==> src/rtl/rngfe_pkg.sv <==
package rngfe_pkg;
   localparam int unsigned REG_W  = 32;
   localparam int unsigned ADDR_W = 5;

   localparam logic [ADDR_W-1:0] OFS_CTRL  = 5'h00;
   localparam logic [ADDR_W-1:0] OFS_STAT  = 5'h04;
   localparam logic [ADDR_W-1:0] OFS_DATA  = 5'h08;
   localparam logic [ADDR_W-1:0] OFS_NOISE = 5'h0C;
   localparam logic [ADDR_W-1:0] OFS_HTEST = 5'h10;

   localparam int unsigned CB_EN     = 2;
   localparam int unsigned CB_CKMASK = 5;
   localparam int unsigned CB_CRST   = 30;

   localparam int unsigned SB_RDY   = 0;
   localparam int unsigned SB_SECUR = 2;
   localparam int unsigned SB_CKERR = 5;
   localparam int unsigned SB_SEERR = 6;

   // plain storage bits of control (conditional reset is held separately)
   localparam logic [REG_W-1:0] CTRL_STORE_MASK = 32'h03FF_FF24;

   typedef struct packed {
      logic seed_latched;
      logic clk_latched;
      logic seed_now;
   } flags_t;
endpackage

==> src/rtl/rngfe_fifo.sv <==
module rngfe_fifo #(
   parameter int unsigned DW    = 32,
   parameter int unsigned DEPTH = 4
) (
   input  logic                         clk,
   input  logic                         rst_n,
   input  logic                         flush,
   input  logic                         push,
   input  logic [DW-1:0]                din,
   input  logic                         pop,
   output logic [DW-1:0]                head,
   output logic                         ready,
   output logic [$clog2(DEPTH+1)-1:0]   level
);
   localparam int unsigned PW = $clog2(DEPTH);
   localparam int unsigned CW = $clog2(DEPTH + 1);

   if (DEPTH < 2 || (DEPTH & (DEPTH - 1)) != 0) begin : g_bad_depth
      $error("rngfe_fifo: DEPTH must be a power of two of at least 2");
   end

   logic [DW-1:0] mem [DEPTH];
   logic [PW-1:0] wptr, rptr;
   logic [CW-1:0] cnt;
   logic          rdy_q;
   logic          do_push, do_pop;

   assign do_push = push && !rdy_q && !flush;
   assign do_pop  = pop && rdy_q && !flush;

   always_ff @(posedge clk) begin
      if (do_push) mem[wptr] <= din;
   end

   always_ff @(posedge clk or negedge rst_n) begin
      if (!rst_n) begin
         wptr  <= '0;
         rptr  <= '0;
         cnt   <= '0;
         rdy_q <= 1'b0;
      end else if (flush) begin
         wptr  <= '0;
         rptr  <= '0;
         cnt   <= '0;
         rdy_q <= 1'b0;
      end else begin
         if (do_push) begin
            wptr <= wptr + PW'(1);
            cnt  <= cnt + CW'(1);
            if (cnt == CW'(DEPTH - 1)) rdy_q <= 1'b1;
         end
         if (do_pop) begin
            rptr <= rptr + PW'(1);
            cnt  <= cnt - CW'(1);
            if (cnt == CW'(1)) rdy_q <= 1'b0;
         end
      end
   end

   assign head  = mem[rptr];
   assign ready = rdy_q;
   assign level = cnt;

   assert_ready_nonempty_R4: assert property (@(posedge clk) disable iff (!rst_n)
      ready |-> (level != '0));
   assert_ready_when_full_R4: assert property (@(posedge clk) disable iff (!rst_n)
      $rose(ready) |-> (level == CW'(DEPTH)));
   assert_no_overflow_R5: assert property (@(posedge clk) disable iff (!rst_n)
      level <= CW'(DEPTH));
endmodule

==> src/rtl/rngfe_guard.sv <==
module rngfe_guard #(
   parameter bit          HAS_CRST    = 1'b1,
   parameter int unsigned CRST_CYCLES = 16
) (
   input  logic clk,
   input  logic rst_n,
   input  logic enable,
   input  logic ck_mask,
   input  logic seed_fault,
   input  logic seed_autofix,
   input  logic clk_fault,
   input  logic ctrl_we,
   input  logic ctrl_crst_bit,
   input  logic stat_we,
   input  logic stat_seed_bit,
   input  logic stat_clk_bit,
   output rngfe_pkg::flags_t flags,
   output logic crst_busy
);
   localparam int unsigned CNTW = $clog2(CRST_CYCLES + 1);

   if (CRST_CYCLES < 2) begin : g_bad_cycles
      $error("rngfe_guard: CRST_CYCLES must be at least 2");
   end

   logic seed_evt, auto_evt, seis_q, secs_q, ceis_q;

   assign seed_evt = enable && seed_fault && !crst_busy;
   assign auto_evt = enable && seed_autofix && !crst_busy && !seed_fault;

   always_ff @(posedge clk or negedge rst_n) begin
      if (!rst_n) ceis_q <= 1'b0;
      else if (clk_fault && !ck_mask) ceis_q <= 1'b1;
      else if (stat_we && !stat_clk_bit) ceis_q <= 1'b0;
   end

   if (HAS_CRST) begin : g_crst
      logic            crst_q;
      logic [CNTW-1:0] cnt;
      logic            done;

      assign done = (cnt == CNTW'(1));

      always_ff @(posedge clk or negedge rst_n) begin
         if (!rst_n) begin
            crst_q <= 1'b0;
            cnt    <= '0;
         end else if (cnt != '0) begin
            cnt <= cnt - CNTW'(1);
            if (done) crst_q <= 1'b0;
         end else if (ctrl_we) begin
            if (ctrl_crst_bit) crst_q <= 1'b1;
            else if (crst_q) cnt <= CNTW'(CRST_CYCLES);
         end
      end

      always_ff @(posedge clk or negedge rst_n) begin
         if (!rst_n) begin
            seis_q <= 1'b0;
            secs_q <= 1'b0;
         end else if (done) begin
            seis_q <= 1'b0;
            secs_q <= 1'b0;
         end else if (seed_evt) begin
            seis_q <= 1'b1;
            secs_q <= 1'b1;
         end else if (auto_evt) begin
            seis_q <= 1'b1;
         end else if (stat_we && !stat_seed_bit) begin
            seis_q <= 1'b0;
         end
      end

      assign crst_busy = crst_q;

      assert_crst_done_R8: assert property (@(posedge clk) disable iff (!rst_n)
         $fell(crst_busy) |-> (!secs_q && !seis_q));
   end else begin : g_swclear
      logic unused_crst;
      assign unused_crst = ctrl_we ^ ctrl_crst_bit;

      always_ff @(posedge clk or negedge rst_n) begin
         if (!rst_n) begin
            seis_q <= 1'b0;
            secs_q <= 1'b0;
         end else if (seed_evt) begin
            seis_q <= 1'b1;
            secs_q <= 1'b1;
         end else if (auto_evt) begin
            seis_q <= 1'b1;
         end else if (stat_we && !stat_seed_bit) begin
            seis_q <= 1'b0;
            secs_q <= 1'b0;
         end
      end

      assign crst_busy = 1'b0;
   end

   assign flags.seed_latched = seis_q;
   assign flags.seed_now     = secs_q;
   assign flags.clk_latched  = ceis_q;

   assert_seed_both_R6: assert property (@(posedge clk) disable iff (!rst_n)
      (enable && seed_fault && !crst_busy) |=> (flags.seed_latched && flags.seed_now));
   assert_autofix_R9: assert property (@(posedge clk) disable iff (!rst_n)
      (enable && seed_autofix && !seed_fault && !crst_busy && !flags.seed_now)
         |=> (flags.seed_latched && !flags.seed_now));
   assert_clk_flag_R10: assert property (@(posedge clk) disable iff (!rst_n)
      (clk_fault && !ck_mask) |=> flags.clk_latched);
endmodule

==> src/rtl/rngfe_top.sv <==
module rngfe_top #(
   parameter int unsigned DEPTH       = 4,
   parameter int unsigned NOISE_W     = 18,
   parameter bit          HAS_CRST    = 1'b1,
   parameter int unsigned CRST_CYCLES = 16
) (
   input  logic        clk,
   input  logic        rst_n,
   input  logic        reg_wr,
   input  logic        reg_rd,
   input  logic [4:0]  reg_addr,
   input  logic [31:0] reg_wdata,
   output logic [31:0] reg_rdata,
   input  logic        ent_valid,
   input  logic [31:0] ent_word,
   input  logic        seed_fault,
   input  logic        seed_autofix,
   input  logic        clk_fault
);
   import rngfe_pkg::*;

   localparam int unsigned LVW = $clog2(DEPTH + 1);

   if (NOISE_W < 1 || NOISE_W > REG_W) begin : g_bad_noise
      $error("rngfe_top: NOISE_W must lie in 1..32");
   end

   logic [REG_W-1:0]   ctrl_q;
   logic [NOISE_W-1:0] noise_q;
   logic [REG_W-1:0]   htest_q;

   logic       we_ctrl, we_stat, we_noise, we_htest, rd_data;
   flags_t     flags;
   logic       crst_busy;
   logic       fifo_ready, fifo_push;
   logic [31:0] fifo_head;
   logic [LVW-1:0] fifo_level;

   assign we_ctrl  = reg_wr && (reg_addr == OFS_CTRL);
   assign we_stat  = reg_wr && (reg_addr == OFS_STAT);
   assign we_noise = reg_wr && (reg_addr == OFS_NOISE);
   assign we_htest = reg_wr && (reg_addr == OFS_HTEST);
   assign rd_data  = reg_rd && (reg_addr == OFS_DATA);

   always_ff @(posedge clk or negedge rst_n) begin
      if (!rst_n) begin
         ctrl_q  <= '0;
         noise_q <= '0;
         htest_q <= '0;
      end else begin
         if (we_ctrl)  ctrl_q  <= reg_wdata & CTRL_STORE_MASK;
         if (we_noise) noise_q <= reg_wdata[NOISE_W-1:0];
         if (we_htest) htest_q <= reg_wdata;
      end
   end

   rngfe_guard #(
      .HAS_CRST    (HAS_CRST),
      .CRST_CYCLES (CRST_CYCLES)
   ) u_guard (
      .clk           (clk),
      .rst_n         (rst_n),
      .enable        (ctrl_q[CB_EN]),
      .ck_mask       (ctrl_q[CB_CKMASK]),
      .seed_fault    (seed_fault),
      .seed_autofix  (seed_autofix),
      .clk_fault     (clk_fault),
      .ctrl_we       (we_ctrl),
      .ctrl_crst_bit (reg_wdata[CB_CRST]),
      .stat_we       (we_stat),
      .stat_seed_bit (reg_wdata[SB_SEERR]),
      .stat_clk_bit  (reg_wdata[SB_CKERR]),
      .flags         (flags),
      .crst_busy     (crst_busy)
   );

   assign fifo_push = ent_valid && ctrl_q[CB_EN] && !flags.seed_now && !crst_busy;

   rngfe_fifo #(
      .DW    (32),
      .DEPTH (DEPTH)
   ) u_fifo (
      .clk   (clk),
      .rst_n (rst_n),
      .flush (crst_busy),
      .push  (fifo_push),
      .din   (ent_word),
      .pop   (rd_data),
      .head  (fifo_head),
      .ready (fifo_ready),
      .level (fifo_level)
   );

   always_comb begin
      reg_rdata = '0;
      if (reg_rd) begin
         unique case (reg_addr)
            OFS_CTRL: begin
               reg_rdata = ctrl_q;
               reg_rdata[CB_CRST] = crst_busy;
            end
            OFS_STAT: begin
               reg_rdata[SB_RDY]   = fifo_ready;
               reg_rdata[SB_SECUR] = flags.seed_now;
               reg_rdata[SB_CKERR] = flags.clk_latched;
               reg_rdata[SB_SEERR] = flags.seed_latched;
            end
            OFS_DATA:  reg_rdata = (fifo_ready && !flags.seed_now) ? fifo_head : '0;
            OFS_NOISE: reg_rdata = REG_W'(noise_q);
            OFS_HTEST: reg_rdata = htest_q;
            default:   reg_rdata = '0;
         endcase
      end
   end

   assert_halt_on_seed_R6: assert property (@(posedge clk) disable iff (!rst_n)
      flags.seed_now |=> (fifo_level <= $past(fifo_level)));
   assert_zero_on_seed_R7: assert property (@(posedge clk) disable iff (!rst_n)
      (rd_data && flags.seed_now) |-> (reg_rdata == '0));
   assert_flush_R8: assert property (@(posedge clk) disable iff (!rst_n)
      crst_busy |=> !fifo_ready);
endmodule

==> config.mk <==
export PLATFORM = sky130hd
export DESIGN_NAME = rngfe_top
export DESIGN_NICKNAME = d
export VERILOG_FILES = /design/src/rtl/rngfe_pkg.sv /design/src/rtl/rngfe_fifo.sv /design/src/rtl/rngfe_guard.sv /design/src/rtl/rngfe_top.sv
export SDC_FILE = /design/constraint.sdc
export NUM_CORES = 1
export LEC_CHECK = 0
export CORE_ASPECT_RATIO = 0.9
export CORE_MARGIN = 4
export CORE_UTILIZATION = 60
export DETAILED_ROUTE_END_ITERATION = 10
export PLACE_DENSITY = 0.92
export SYNTH_ARGS = -nofsm -noshare
export SYNTH_HDL_FRONTEND = slang
export SYNTH_SLANG_ARGS = --single-unit
export TNS_END_PERCENT = 20
==> constraint.sdc <==
create_clock -name clk -period 4.4 [get_ports clk]
set_clock_uncertainty 0.15 [all_clocks]
set_input_delay 0.66 -clock clk [delete_from_list [all_inputs] [get_ports clk]]
set_output_delay 0.66 -clock clk [all_outputs]
set_load 0.05 [all_outputs]
== Word level (Yosys, flattened, before mapping) ==
Memory sizes are Yosys's and may differ from the RTL's.
Index checks and enable logic that the tools add are counted.

* Bits in registers: 87
* Memory bits (writable): 128
* Bits of input ports: 77
* Output and inout bits: 32
* Logic and storage cells: 106
* Memories: 1

* Add/subtract/negate cells: 5
* Equality and inequality tests: 9
* Muxes and demuxes: 38
* Reductions and logical operators: 41

{| class="wikitable"
|+ Memory list
! name !! depth !! width !! rd ports !! clocked after memory_dff !! wr ports !! line !! source
|-
| u_fifo.mem || 4 || 32 || 1 || 0 || 1 || rngfe_fifo.sv:22 || <nowiki>logic [DW-1:0] mem [DEPTH];</nowiki>
|}

{| class="wikitable"
|+ Operator list
! operator !! number
|-
| 25-bit case mux with 4 select lines || 1
|-
| 32-bit two-way mux || 2
|-
| 1-bit logical AND || 21
|-
| 5-bit two-way mux || 4
|-
| 1-bit two-way mux || 19
|-
| 2-bit nonzero test || 7
|-
| 5-bit by 4-bit equality test with 1-bit output (second input constant) || 2
|-
| 2-bit case mux with 5 select lines || 1
|-
| 3-bit two-way mux || 3
|-
| 2-bit two-way mux || 4
|-
| 1-bit zero test || 7
|-
| 2-bit case mux with 3 select lines || 1
|-
| 3-bit AND reduction || 2
|-
| 5-bit by 1-bit equality test with 1-bit output (second input constant) || 1
|-
| 5-bit by 3-bit equality test with 1-bit output (second input constant) || 1
|-
| 5-bit equality test (second input constant) || 1
|-
| 5-bit zero test || 1
|-
| 1-bit case mux with 5 select lines || 1
|-
| 5-bit nonzero test || 1
|-
| 5-bit by 1-bit subtractor with 5-bit output (second input constant) || 1
|-
| 2-bit by 1-bit adder with 2-bit output (second input constant) || 2
|-
| 2-bit by 1-bit != test with 1-bit output (second input constant) || 2
|-
| 1-bit case mux with 4 select lines || 1
|-
| 4-bit nonzero test || 1
|-
| other kinds (6) || 6
|}

== Longest topological paths before layout ==
Gate-level depths: netlist of the first run.

* Word-level depth: 9
* Mapped depth: 7
* Mapped depth without buffers: 5

== Cells and area by module ==
From an unflattened synthesis of the first run, not the netlist that was laid out.

* Cells, all modules: 574
* Area total of the unflattened synthesis: 9,529.1 um2

{| class="wikitable"
|+ By module, submodules not included
! module !! instances !! cells each !! area an instance (um2) !! sequential area each (um2)
|-
| rngfe_fifo || 1 || 220 || 5,237.5 || 4,043.9
|-
| rngfe_top || 1 || 308 || 3,799.9 || 1,751.7
|-
| rngfe_guard || 1 || 46 || 491.7 || 225.2
|}

== Least setup slack after synthesis of the first run ==
Ideal clock, no wire load.

* Kind: in2out
* Start point: input reg_addr[4]
* End point: output reg_rdata[0]
* Arrival time: 2,921 ps
* Data required time: 3,590 ps
* Slack: 669 ps
* Stages: 6
* Path buffers: 2
* Path through: buf_6 or4_4 buf_6 nor3_4 a222oi_1 nor3_1

* Word-level cells in the longest chain between the ends: 3
* Elaborated cells on any way between the ends: 6
* Classes of those cells: 4 x eq/ne; 2 x mux

{| class="wikitable"
|+ RTL lines
! element !! line !! source
|-
| start: declaration || rngfe_top.sv:11 || <nowiki>input logic [4:0] reg_addr,</nowiki>
|-
| 5-bit equality test, or another cell as far along || rngfe_top.sv:97 || <nowiki>unique case (reg_addr)</nowiki>
|-
| 1-bit case mux with 4 select lines (*) || rngfe_top.sv:97 ||
|-
| 32-bit two-way mux (*) || rngfe_top.sv:96 || <nowiki>if (reg_rd) begin</nowiki>
|-
| end: declaration || rngfe_top.sv:13 || <nowiki>output logic [31:0] reg_rdata,</nowiki>
|}

Mark *: on every way between the ends. The rest lies on a longest branch, timed or not.

== Final worst setup path of the first run ==
* Start point: input reg_addr[1]
* End point: output reg_rdata[25]

* Word-level cells in the longest chain between the ends: 3
* Elaborated cells on any way between the ends: 6
* Classes of those cells: 3 x eq/ne; 2 x mux; 1 x reduce/logical

{| class="wikitable"
|+ RTL lines
! element !! line
|-
| 5-bit equality test, or another cell as far along || rngfe_top.sv:97
|-
| 25-bit case mux with 4 select lines (*) || rngfe_top.sv:97
|-
| 32-bit two-way mux (*) || rngfe_top.sv:96
|}

Marked as above.

==> flow_summary.toml, run 1 <==
[cts]
cts_tree = "built"
path_clk_slew_ns = 0.06
cts_made_buffers = 22
ctsHoldBuffers = 0
postCtsSetupRepairBufs = 0
clock-sinks = 215
cts_resized = 0
root_buffer = "clkbuf_16"
clock_latency_ns = 0.50
cts_buffer_depth = 3
htree_levels = 1

[synthesis]
yosysTopAreaCell = "edfxtp_1"
yosys_most_used_dff = "edfxtp_1"
synthArstFlopShare_pct = 40.5
syn_area_per_cell_sq_um = 17.2
synthAdderAreaFrac_pct = 1.51
synth_top_area_share_pct = 42.3
synth-xor-area-share_pct = 0.482
synth.most_common_cell = "edfxtp_1"
ys_types = 45
synth_nets = 617
synth-edff-count = 128
synth_cells = 529
synth_area_sq_um = 9090
synth_compound_area_share_pct = 5.22
synth_common_cells = "edfxtp_1 (128), dfrtp_1 (87), mux2_2 (82), mux4_2 (32), a222oi_1 (25)"
synth_area_leaders = "edfxtp_1 (42%), dfrtp_1 (24%), mux2_2 (10%), mux4_2 (7.9%), a222oi_1 (2.8%)"
synthMuxAreaShare_pct = 19.2
ys_seq_elements = 215
synth_top_family_by_area = "multiplexers"
seq_area_frac_synth_pct = 66.2
ys_warn_count = 0
yosys.area_share.simple_pct = 5.02

[global_route]
grt_pass1_vias = 5805
track_usage_pct = 25.0
antenna_found_initial = 0
overflow = 0
grt_max_degree = 88
grt_pass1_wl_um = 32700

[timing]
relSlewSlack_pct = 23.4
tightestPinTransition_ns = 1.15
drv_slew = 0
layout_setup_ws_ns = 0.478
rsz0062_at_grt = "false"
setup_viol = 0
fmax_ghz = 0.255
period_share_pct = 89.1
tns_ns = 0
final.min_clock_period_ns = 3.92
hold_violations = 0

[critical_path]
cp.required_ns = 3.59
worst-path-max-fanout = 13
crit_type = "input port to output port"
crit_path_end_kind = "output port"
arrival_ns = 3.11
start_kind = "input port"

[route]
drt-initial-drc-count = 534
drt_drc_violations_left = 0
wl_met1_um = 8060
drt_wl_total_um = 21100
firstDrtPassIters = 6
ant_nets = 0
wl_met3_um = 2050
highest_layer = "met4"
vias = 5424
wl_met2_um = 10600
routed_via_density = 6.31
drt-wirelength-per-cell_um = 24.6

[die]
die_width_um = 138
die_h_um = 125
coreArea_sq_um = 14800
io_pins = 109
rows = 42
initial_core_util_pct = 61.6
die_area_sq_um = 17200

[place]
io_buffer_count = 108
hpwl_um = 13300
gp_congestion = 0.871
preCtsSetupSlack_ns = 0.542
placed_cells = 819

[layout]
nFillCells = 806
nets = 733
ff_latch_area_sq_um = 6020
multi_input_area_sq_um = 2870
area_growth_pct = 25.5
fin_cells = 859
n_antenna_cell = 0
layout-drive-gt1-share_pct = 33.6

[power_and_ir_drop]
p_sw_share_pct = 23.9
vdd_drop_max_mv = 0.333
p_switching_uw = 1180
p_seq_share_pct = 50.9
p_clk_share_pct = 36.7
leakagePower_uw = 0.00419
p_int_uw = 3750
p_comb_share_pct = 12.5
power.density_nw_per_um2 = 432

[status]
status = "finished, final reports clean"

[job]
maxCapViolCount = 0

[hold_path]
holdCritPathClass = "input port to asynchronous set/reset pin"
cells in the final DEF, fill, tap and decap left out, types with 10 or more instances in the layout:
| cell | n |
|---|---|
| buf_12 | 34 |
| clkdlybuf4s50_1 | 75 |
| ha_1 | 11 |
| dfrtp_1 | 86 |
| a222oi_1 | 25 |
| nand2_1 | 10 |
| mux2_2 | 82 |
| nor2_1 | 20 |
| nor2_2 | 17 |
| inv_1 | 10 |
| clkbuf_16 | 22 |
| buf_4 | 13 |
| edfxtp_1 | 128 |
| mux4_2 | 32 |
registers in the layout, summed over array words and instances, names as in the netlist, 2 cells and up:
register	flops
htest_q	32
u_fifo.rptr	2
ctrl_q	20
u_fifo.level	3
noise_q	18
u_guard.g_crst.cnt	5
u_fifo.mem	128
u_fifo.wptr	2
power groups by stage:
stage	Clock [uW]	Combinational, uW	Sequential, uW
3_3_place_gp	0	551	2510
4_1_cts	1830	617	2500
3_5_place_dp	0	605	2540
6_report	1810	615	2510
2_1_floorplan	0	402	2480
5_1_grt	1930	674	2530
final timing paths:
check	from	to	slack [ns]	depth (start not counted)
worst max-delay path	reg_addr[1]	reg_rdata[25]	0.48	7
worst min-delay path	rst_n	u_guard.g_crst.cnt[2]	0.24	1
worst max register to register	u_guard.crst_busy	u_fifo.mem[2][14]	1.67	4
worst min register to register	htest_q[10]	htest_q[10]	0.34	1
max in group asynchronous	rst_n	u_fifo.rptr[0]	3.06	1
min in group clk	htest_q[10]	htest_q[10]	0.34	1
area by class of cell:
| cell class | count | area share, % |
|---|---|---|
| flip-flops and latches | 215 | 52.8 |
| multi-input cells | 274 | 25.1 |
| repair buffers | 122 | 13.4 |
| clock buffers | 31 | 5.21 |
| well taps | 198 | 2.17 |
| clock inverters | 9 | 0.998 |
| inverters | 10 | 0.329 |
routing by layer:
metal,track usage (%),up-vias
met5,0,-
met4,6.51,0
met3,5.94,33
met2,41.0,315
met1,34.1,2769
li1,-,2307
worst max-delay path, stage by stage:
cell and delay [ns]:
clkdlybuf4s50_1 0.53, or4_4 0.65, nor3_4 0.46, buf_4 0.31, a222oi_1 0.17, nor2_2 0.17, buf_12 0.15
metrics by stage:
stage | utilization [%] | hold WS [ns] | power (uW) | cell area [sq um]
floorplan | - | 0.214 | 2890 | 9090
global placement | 72.5 | 0.315 | 3060 | 10700
detailed placement | 72.5 | 0.325 | 3140 | 10700
CTS | 77.3 | 0.273 | 4950 | 11400
global route | 77.3 | 0.333 | 5140 | 11400
finish | 77.3 | 0.244 | 4930 | 11400
cell families after synthesis:
logic type / after synthesis
AOI/OAI and AO/OA: 59
and+or+nand+nor: 76
xor gates and xnor gates: 5
muxes: 123
adders and majority gates: 11
buffers and inverters: 40
DFF: 215
No activity file was read; power rests on OpenSTA's default activity.
==> inputs of run 2 (changes only) <==
Settings changed: RECOVER_POWER set to 100.
==> run 2 against run 1 <==
The flow now finishes with violations (capacitance limit, slew limit). Core utilization decreased by 0.96 points. Global-route usage unchanged. Combinational power decreased by 2%. Sequential share of layout area increased by 0.66 points. Count of clock-buffer cells in the layout unchanged. First-iteration DRC count increased by 14%. Worst hold slack improved by 0.092 ns. Die area unchanged. Cell area decreased by 1.2%. Register-to-register slack got worse by 0.85 ns. Critical endpoint unchanged. Highest routed layer is now met5.
==> flow_summary.toml, run 2 (synthesis gave the netlist of run 1 again) <==
[timing]
setup_viol = 0
hold_violations = 0
drv_slew = 241
period_share_pct = 93.6
rsz0062_at_grt = "false"
relSlewSlack_pct = -49.5
fmax_ghz = 0.243
final.min_clock_period_ns = 4.12
tns_ns = 0
layout_setup_ws_ns = 0.283
tightestPinTransition_ns = 2.24
worst_hold_slack_ns = 0.336

[route]
drt_drc_violations_left = 0
drt-initial-drc-count = 607
ant_nets = 0
drt_wl_total_um = 21200
drt-wirelength-per-cell_um = 24.6
routed_via_density = 6.36
firstDrtPassIters = 8
vias = 5480

[critical_path]
cp.required_ns = 3.59
start_kind = "input port"
crit_path_end_kind = "output port"
arrival_ns = 3.31
worst-path-max-fanout = 13
crit_type = "input port to output port"

[layout]
nets = 733
ff_latch_area_sq_um = 6020
area_growth_pct = 24.0
largest_reg_flops = 128
final_common_cell = "edfxtp_1"
layout-drive-gt1-share_pct = 31.2
layout_common_cells = "edfxtp_1 (128), dfrtp_1 (86), mux2_2 (79), clkdlybuf4s50_1 (41), dlygate4sd3_1 (34)"
largestRegisters = "u_fifo.mem (128), htest_q (32), ctrl_q (20)"
nFillCells = 833
multi_input_area_sq_um = 2840
largest_register = "u_fifo.mem"

[die]
coreArea_sq_um = 14800
die_area_sq_um = 17200
initial_core_util_pct = 61.6
die_width_um = 138
die_h_um = 125
io_pins = 109
rows = 42

[cts]
clock-sinks = 215
clock_latency_ns = 0.51
path_clk_slew_ns = 0.06
htree_levels = 1
cts_resized = 0
root_buffer = "clkbuf_16"
ctsHoldBuffers = 0
cts_tree = "built"
postCtsSetupRepairBufs = 0
cts_buffer_depth = 3
cts_made_buffers = 22

[global_route]
grt_pass1_vias = 5805
track_usage_pct = 25.0
overflow = 0
grt_max_degree = 88
antenna_found_initial = 2
grt_pass1_wl_um = 32700

[place]
gp_congestion = 0.871
preCtsSetupSlack_ns = 0.542
hpwl_um = 13300
io_buffer_count = 108

[hold_path]
holdCritPathClass = "flip-flop to flip-flop"

[status]
status = "finished with violations"
violations = "capacitance limit, slew limit"

[job]
maxCapViolCount = 6

[power_and_ir_drop]
power.density_nw_per_um2 = 437
leakagePower_uw = 0.00413
vdd_drop_max_mv = 0.335
-- run 2: cell types whose count changed in the layout (fill, tap and decap cells not counted), sizes merged --
cell | previous run | this run
buf | 47 | 36
clkbuf | 31 | 42
clkdlybuf4s50 | 75 | 41
diode | 0 | 2
dlygate4sd3 | 0 | 34
-- run 2: worst paths after layout --
path / cells past startpoint / start / slack (ns) / endpoint
worst max-delay path: 7 / reg_addr[4] / 0.28 / reg_rdata[25]
worst min-delay path: 1 / htest_q[10] / 0.34 / htest_q[10]
worst max register to register: 4 / u_guard.crst_busy / 0.82 / u_fifo.mem[3][3]
worst min register to register: 1 / htest_q[10] / 0.34 / htest_q[10]
max in group asynchronous: 1 / rst_n / 1.96 / u_fifo.rptr[0]
min in group asynchronous: 1 / rst_n / 0.68 / u_guard.g_crst.cnt[2]
-- run 2: layout make-up --
type,instances,share of cell area (%)
repair buffers,122,12.5
inverters,10,0.333
multi-input cells,274,25.2
clock inverters,9,1.01
clock buffers,31,5.27
flip-flops and latches,215,53.4
well taps,198,2.20
diodes,2,0.0444
-- run 2: stage by stage --
| step | cell area, sq um | total power (uW) | std cells | util [%] |
|---|---|---|---|---|
| 2_1_floorplan | 9090 | 2890 | 529 | - |
| 5_1_grt | 11300 | 5130 | 860 | 76.3 |
| 6_report | 11300 | 4930 | 861 | 76.3 |
| 3_3_place_gp | 10700 | 3060 | 819 | 72.5 |
| 3_5_place_dp | 10700 | 3140 | 819 | 72.5 |
| 4_1_cts | 11400 | 4950 | 859 | 77.3 |
-- run 2: worst max-delay path, stage by stage --
cell	delay, ns
dlygate4sd3_1	0.55
or4_1	0.72
nor3_4	0.49
buf_4	0.31
a222oi_1	0.16
nor2_2	0.11
clkbuf_2	0.28
-- run 2: power breakdown --
group	switching [uW]	internal, uW
sequential	152	2360
combinational	285	318
clock	746	1070
total	1180	3740
-- run 2: layer usage --
metal  up-vias  global-route usage, %  wire length (um)
li1       2319                      -                 -
met1      2786                   34.1              8020
met2       327                   41.0             10600
met3        46                   5.94              2090
met4         2                   6.51               432
met5         -                      0                 9
